==> src/rtl/gpio_pkg.sv <==
package gpio_pkg;

  // Which port a register access refers to
  typedef enum logic [1:0] {
    SEL_NONE   = 2'd0,
    SEL_NARROW = 2'd1,
    SEL_WIDE   = 2'd2
  } port_sel_e;

  function automatic port_sel_e decode_addr(
    input logic [7:0] a,
    input logic [7:0] a_narrow,
    input logic [7:0] a_wide
  );
    if (a == a_narrow)    return SEL_NARROW;
    else if (a == a_wide) return SEL_WIDE;
    else                  return SEL_NONE;
  endfunction

endpackage

==> src/rtl/gpio_rst_sync.sv <==
module gpio_rst_sync #(
  parameter int unsigned STAGES = 2
) (
  input  logic clk,
  input  logic rst_n,
  output logic rst_sync_n
);
  logic [STAGES-1:0] sh_q;
  logic [STAGES-1:0] sh_d;

  always_comb begin
    sh_d = {sh_q[STAGES-2:0], 1'b1};
  end

  always_ff @(posedge clk or negedge rst_n) begin
    if (!rst_n) sh_q <= '0;
    else        sh_q <= sh_d;
  end

  assign rst_sync_n = sh_q[STAGES-1];
endmodule

==> src/rtl/gpio_sync2.sv <==
module gpio_sync2 #(
  parameter int unsigned W = 8
) (
  input  logic         clk,
  input  logic         rst_n,
  input  logic [W-1:0] d,
  output logic [W-1:0] q
);
  logic [W-1:0] s1_q;
  logic [W-1:0] s2_q;

  always_ff @(posedge clk or negedge rst_n) begin
    if (!rst_n) begin
      s1_q <= '0;
      s2_q <= '0;
    end else begin
      s1_q <= d;
      s2_q <= s1_q;
    end
  end

  assign q = s2_q;
endmodule

==> src/rtl/gpio_port_slice.sv <==
module gpio_port_slice #(
  parameter int unsigned PW     = 4,
  parameter int unsigned BW     = 8,
  parameter logic [BW-1:0] ADDR = 8'h05
) (
  input  logic          clk,
  input  logic          rst_n,
  input  logic          cyc_end,
  input  logic          wr_en,
  input  logic [BW-1:0] addr,
  input  logic [BW-1:0] wr_data,
  input  logic          dir_ld,
  input  logic [BW-1:0] dir_data,
  output logic [PW-1:0] pin_out,
  output logic [PW-1:0] pin_oe
);
  logic [PW-1:0] latch_q;
  logic [PW-1:0] latch_d;
  logic          latch_en;
  logic [PW-1:0] dir_q;
  logic [PW-1:0] dir_d;
  logic          dir_en;

  // next-state
  always_comb begin
    latch_en = wr_en && cyc_end && (addr == ADDR);
    latch_d  = wr_data[PW-1:0];
    dir_en   = dir_ld && cyc_end;
    dir_d    = dir_data[PW-1:0];
  end

  // output latch: not reset, keeps its value until rewritten
  always_ff @(posedge clk) begin
    if (latch_en) latch_q <= latch_d;
  end

  // direction register: reset to all inputs
  always_ff @(posedge clk or negedge rst_n) begin
    if (!rst_n)      dir_q <= '1;
    else if (dir_en) dir_q <= dir_d;
  end

  assign pin_out = latch_q;
  assign pin_oe  = ~dir_q;
endmodule

==> src/rtl/gpio_dual_port.sv <==
module gpio_dual_port #(
  parameter int unsigned NARROW_W = 4,
  parameter int unsigned WIDE_W   = 8,
  parameter int unsigned BUS_W    = 8,
  parameter logic [BUS_W-1:0] ADDR_NARROW = 8'h05,
  parameter logic [BUS_W-1:0] ADDR_WIDE   = 8'h06
) (
  input  logic                clk,
  input  logic                rst_n,
  input  logic                cyc_start,
  input  logic                cyc_end,
  input  logic [BUS_W-1:0]    addr,
  input  logic                wr_en,
  input  logic [BUS_W-1:0]    wr_data,
  input  logic                rd_en,
  output logic [BUS_W-1:0]    rd_data,
  input  logic                dir_ld_n,
  input  logic                dir_ld_w,
  input  logic [BUS_W-1:0]    dir_data,
  input  logic [NARROW_W-1:0] pin_in_n,
  output logic [NARROW_W-1:0] pin_out_n,
  output logic [NARROW_W-1:0] pin_oe_n,
  input  logic [WIDE_W-1:0]   pin_in_w,
  output logic [WIDE_W-1:0]   pin_out_w,
  output logic [WIDE_W-1:0]   pin_oe_w
);
  import gpio_pkg::*;

  logic                rst_i_n;
  logic [NARROW_W-1:0] sync_n;
  logic [WIDE_W-1:0]   sync_w;
  port_sel_e           rd_sel;
  logic                rd_cap;
  logic [BUS_W-1:0]    rd_d;
  logic [BUS_W-1:0]    rd_q;

  gpio_rst_sync #(.STAGES(2)) u_rst (
    .clk(clk), .rst_n(rst_n), .rst_sync_n(rst_i_n)
  );

  gpio_port_slice #(.PW(NARROW_W), .BW(BUS_W), .ADDR(ADDR_NARROW)) u_narrow (
    .clk(clk), .rst_n(rst_i_n), .cyc_end(cyc_end), .wr_en(wr_en),
    .addr(addr), .wr_data(wr_data), .dir_ld(dir_ld_n), .dir_data(dir_data),
    .pin_out(pin_out_n), .pin_oe(pin_oe_n)
  );

  gpio_port_slice #(.PW(WIDE_W), .BW(BUS_W), .ADDR(ADDR_WIDE)) u_wide (
    .clk(clk), .rst_n(rst_i_n), .cyc_end(cyc_end), .wr_en(wr_en),
    .addr(addr), .wr_data(wr_data), .dir_ld(dir_ld_w), .dir_data(dir_data),
    .pin_out(pin_out_w), .pin_oe(pin_oe_w)
  );

  gpio_sync2 #(.W(NARROW_W)) u_sync_n (
    .clk(clk), .rst_n(rst_i_n), .d(pin_in_n), .q(sync_n)
  );

  gpio_sync2 #(.W(WIDE_W)) u_sync_w (
    .clk(clk), .rst_n(rst_i_n), .d(pin_in_w), .q(sync_w)
  );

  // next-state of the read register: sample at cycle start
  always_comb begin
    rd_sel = decode_addr(addr, ADDR_NARROW, ADDR_WIDE);
    rd_cap = rd_en && cyc_start;
    case (rd_sel)
      SEL_NARROW: rd_d = BUS_W'(sync_n);
      SEL_WIDE:   rd_d = BUS_W'(sync_w);
      default:    rd_d = '0;
    endcase
  end

  always_ff @(posedge clk or negedge rst_i_n) begin
    if (!rst_i_n)    rd_q <= '0;
    else if (rd_cap) rd_q <= rd_d;
  end

  assign rd_data = rd_q;
endmodule

==> config.mk <==
export PLATFORM = sky130hd
export DESIGN_NAME = gpio_dual_port
export DESIGN_NICKNAME = d
export VERILOG_FILES = /design/src/rtl/gpio_pkg.sv /design/src/rtl/gpio_rst_sync.sv /design/src/rtl/gpio_sync2.sv /design/src/rtl/gpio_port_slice.sv /design/src/rtl/gpio_dual_port.sv
export SDC_FILE = /design/constraint.sdc
export NUM_CORES = 1
export LEC_CHECK = 0
export ABC_AREA = 1
export BUFFER_PORTS_ARGS = -buffer_cell sky130_fd_sc_hd__buf_2
export CORE_ASPECT_RATIO = 1.4
export CORE_UTILIZATION = 40
export DETAILED_ROUTE_END_ITERATION = 16
export PLACE_DENSITY = 0.79
export SLEW_MARGIN = 40
export SYNTH_ARGS = -nofsm -noshare
export SYNTH_HDL_FRONTEND = slang
export SYNTH_SLANG_ARGS = --single-unit
==> constraint.sdc <==
create_clock -name clk -period 4.3 [get_ports clk]
set_input_delay 0.645 -clock clk [delete_from_list [all_inputs] [get_ports clk]]
set_output_delay 0.645 -clock clk [all_outputs]
set_load 0.02 [all_outputs]
=== Word level (Yosys, flattened, before mapping) ===
Index checks and enable logic that the tools add are counted.

* Bits in registers: 58
* Bits of input ports: 44
* Output and inout bits: 32
* Logic and storage cells: 25

* Equality and inequality tests: 4
* Muxes and demuxes: 3
* Bitwise logic cells: 2
* Reductions and logical operators: 6

{| class="wikitable"
|+ Operator list
! operator !! count
|-
| $eq 8x3->1 const B || 2
|-
| $pmux 8 s2 || 1
|-
| $not 8->8 || 1
|-
| $logic_and 1x1->1 || 6
|-
| $mux 2 || 2
|-
| $not 4->4 || 1
|-
| $eq 2x1->1 const B || 1
|-
| $eq 2x2->1 const B || 1
|}

=== Longest topological paths before layout ===
* Depth after elaboration: 5
* Depth in mapped cells: 7

=== Hierarchy ===
Synthesis repeated with hierarchy kept, for this count alone.

* Cell total of the unflattened synthesis: 174
* Area total of the unflattened synthesis: 2055.7 sq um

{| class="wikitable"
|+ Modules (own cells, without submodules)
! module !! instances !! cells each !! area an instance (sq um)
|-
| gpio_port_slice at u_wide || 1 || 53 || 610.6
|-
| gpio_dual_port || 1 || 62 || 466.7
|-
| gpio_sync2 at u_sync_w || 1 || 16 || 400.4
|-
| gpio_port_slice at u_narrow || 1 || 32 || 324.1
|-
| gpio_sync2 at u_sync_n || 1 || 8 || 200.2
|-
| gpio_rst_sync || 1 || 3 || 53.8
|}

=== Worst setup path after synthesis ===
Ideal clock, no wire load.

* Kind: input-to-reg
* Start: in addr[4]
* End: reg u_wide.latch_q[0] (netlist: u_wide.pin_out[0]) (enable)
* Setup time: 0.370 ns
* Arrival: 1.369 ns
* Setup slack: 2.561 ns
* Stages on the path: 5
* Cells stage by stage: inv_1 nand2_2 nor2_8 nand2_2 nor3_2

* Cells in the longest elaborated chain, start to end: 2

{| class="wikitable"
|+ Ends and longest elaborated chain
! what !! line !! text
|-
| start, declared || gpio_dual_port.sv:12 || <nowiki>input logic [BUS_W-1:0] addr,</nowiki>
|-
| $eq 8x3->1 || gpio_port_slice.sv:26 || <nowiki>latch_en = wr_en && cyc_end && (addr == ADDR);</nowiki>
|-
| $logic_and 1x1->1 || gpio_port_slice.sv:26 ||
|-
| named net u_wide.latch_en || gpio_port_slice.sv:19 || <nowiki>logic latch_en;</nowiki>
|-
| end signal, assigned || gpio_port_slice.sv:34 || <nowiki>if (latch_en) latch_q <= latch_d;</nowiki>
|-
| end, declared || gpio_port_slice.sv:17 || <nowiki>logic [PW-1:0] latch_q;</nowiki>
|}

The timed path passes the listed nets, and every way through them passes these cells.
A chain may end at the register's enable or synchronous reset.

=== Worst setup path in the final report ===
* Start: reg u_narrow.dir_q[1]
* End: out pin_oe_n[1]

* Cells in the longest elaborated chain, start to end: 1

{| class="wikitable"
|+ Ends and longest elaborated chain
! what !! line !! text
|-
| start, declared || gpio_port_slice.sv:20 || <nowiki>logic [PW-1:0] dir_q;</nowiki>
|-
| start signal, assigned || gpio_port_slice.sv:40 || <nowiki>else if (dir_en) dir_q <= dir_d;</nowiki>
|-
| $not 4->4 || gpio_port_slice.sv:44 || <nowiki>assign pin_oe = ~dir_q;</nowiki>
|-
| end, declared || gpio_dual_port.sv:22 || <nowiki>output logic [NARROW_W-1:0] pin_oe_n,</nowiki>
|}

No other way between the ends.

==> impl_metrics.tcl <==
set metrics [dict create \
    pre_cts_slack_ps 2310 \
    final.setup.worst_slack_ps 2630 \
    syn_inst 161 \
    ys_seq_area_share_pct 76.0 \
    hold_path_class "in -> async" \
    ir_drop_uv 257 \
    antenna_left 0 \
    num_rows 30 \
    path_class "reg -> out" \
    p_total_mw 1.25 \
    finalWirelength_um 3210 \
    rsz0062_at_grt "false" \
    cts_buffers 9 \
    startpoint_type "flip-flop" \
    start_util_pct 41.5 \
    postCtsSetupRepairBufs 0 \
    grt_pass1_wl_um 5210 \
    timing.fmax_mhz 597 \
    crit_required_ps 3650 \
    p_leak_nw 1.37 \
    grt_overflow 0 \
    clk_pin_slew_ps 60 \
    placedCellCount 299 \
    netlist_area_um2 2010 \
    met3_wirelength_um 167 \
    syn_nets 205 \
    clockBufferDepth 2 \
    endpoint_kind "primary output" \
    vias_per_cell 4.18 \
    worstRegToRegCells 2 \
    antenna_cells 0 \
    final_common_cell "buf_2" \
    finalHoldViolCount 0 \
    die_x_um 61.9 \
    gp_congestion 0.703 \
    ys_seq_elements 58 \
    max_cap_viol_count 0 \
    hpwlAfterDp_um 2400 \
    worst_slew_pin_slew_ps 579 \
    layout-drive-gt1-share_pct 46.2 \
    cts_sinks 58 \
    finalClockSkew_ps 3.34 \
    grt_max_degree 45 \
    critPathArrivalTime_ps 1030 \
    min_period_ps 1670 \
    tns_ps 0 \
    antenna_found_initial 0 \
    core_um2 4840 \
    slew_headroom_pct 61.2 \
    synth.distinct_cells 20 \
    insertion_delay_ps 320 \
    outcome "finished clean" \
    post_cts_resized 0 \
    avgRoutedWirePerCell_um 10.2 \
    die_h_um 85.8 \
    port_buffers 75 \
    wl_met1_um 1340 \
    postSynthAreaPerCell_um2 12.5 \
    cp_max_fo 2 \
    clockRootBuffer "clkbuf_8" \
    final_cells 315 \
    setup_viol 0 \
    drc 0 \
    grt_use_total_pct 14.1 \
    period_share_pct 38.9 \
    fillers 423 \
    ios 76 \
    drv_slew 0 \
    grt_pass1_vias 1198 \
    die_area_um2 5310 \
    dr_total_vias 1317 \
    cts_hold_repair.buffers 0 \
    powerDensity_nw_per_um2 466 \
    yosysWarnings 0 \
    final_nets 290 \
    cts_tree "built" \
    syn_to_final_growth_pct 33.7 \
    first_pass_iters 4 \
    h-tree-depth 3 \
    drt_iter0_markers 24 \
    layout_common_cells "75 x buf_2, 36 x nand2_1, 33 x dfrtp_1, 22 x inv_1" \
    routed.top_layer "met4" \
    met2_length_um 1660 \
]
-- worst max-delay path, cell delays in order, from the launching register on --
cell	delay, ps
dfstp_2	530
inv_1	40
buf_2	150
-- logic make-up after synthesis --
group	count (synthesis)	synth area share, %
and+or+nand+nor	59	14.5
AOI/OAI and AO/OA	16	3.99
buffers and inverters	27	5.36
other	1	0.187
DFF	58	76.0
-- cell usage after synthesis (all sizes together) --
cell	n	area (um2)
nor2	7	52.6
dfrtp	34	851
edfxtp	12	360
buf	1	5.00
o21ai	12	60.1
nand2	42	178
nand3	8	40.0
nor3	2	20.0
a21oi	4	20.0
dfstp	12	315
conb	1	3.75
inv	26	103
-- stage by stage --
stage	util, %	area, um2	hold slack (ps)
6_report	55.5	2690	101
5_1_grt	55.5	2690	80.5
4_1_cts	55.5	2690	82.8
3_5_place_dp	50.9	2460	335
3_3_place_gp	50.8	2460	333
2_1_floorplan	-	2010	331
-- worst paths after layout --
check	start	to	slack (ps)
min reg2reg	u_rst.sh_q[1]	u_sync_w.s1_q[5]	320
max	u_narrow.dir_q[1]	pin_oe_n[1]	2630
max in group asynchronous	u_rst.sh_q[1]	rd_data[5]	3610
min in group clk	u_sync_w.s1_q[3]	u_sync_w.q[3]	350
max reg2reg	u_wide.dir_q[7]	u_wide.dir_q[7]	3530
min	rst_n	u_rst.sh_q[1]	100
-- flip-flops by register name, indices dropped and copies added, names as in the netlist --
| register | cells |
|---|---|
| u_rst.sh_q | 2 |
| u_narrow.pin_out | 4 |
| u_sync_w.s1_q | 8 |
| u_sync_n.s1_q | 4 |
| u_narrow.dir_q | 4 |
| u_wide.dir_q | 8 |
| u_sync_w.q | 8 |
| u_sync_n.q | 4 |
| rd_data | 8 |
| u_wide.pin_out | 8 |
-- where the power goes --
part	internal [mW]	switching, mW	leakage, nW	total (mW)
combinational	0.0352	0.0547	0.609	0.0899
clock	0.359	0.186	0.111	0.545
sequential	0.599	0.0169	0.648	0.616
total	0.993	0.258	1.37	1.25
-- area by class of cell --
| cell class | count | area (um2) | area share (%) |
|---|---|---|---|
| sequential | 58 | 1530 | 57.0 |
| inverter | 26 | 103 | 3.82 |
| multi-input combinational | 76 | 374 | 13.9 |
| tap | 64 | 80.1 | 2.98 |
| clock inverter | 2 | 60.1 | 2.24 |
| timing repair buffer | 75 | 375 | 14.0 |
| clock buffer | 14 | 163 | 6.06 |
-- layer usage --
metal,up-vias,GRT usage [%]
met5,-,0
met4,0,8.48
met3,2,4.98
met2,41,22.1
met1,605,16.2
li1,669,-
Power figures use the tool's default switching activity.
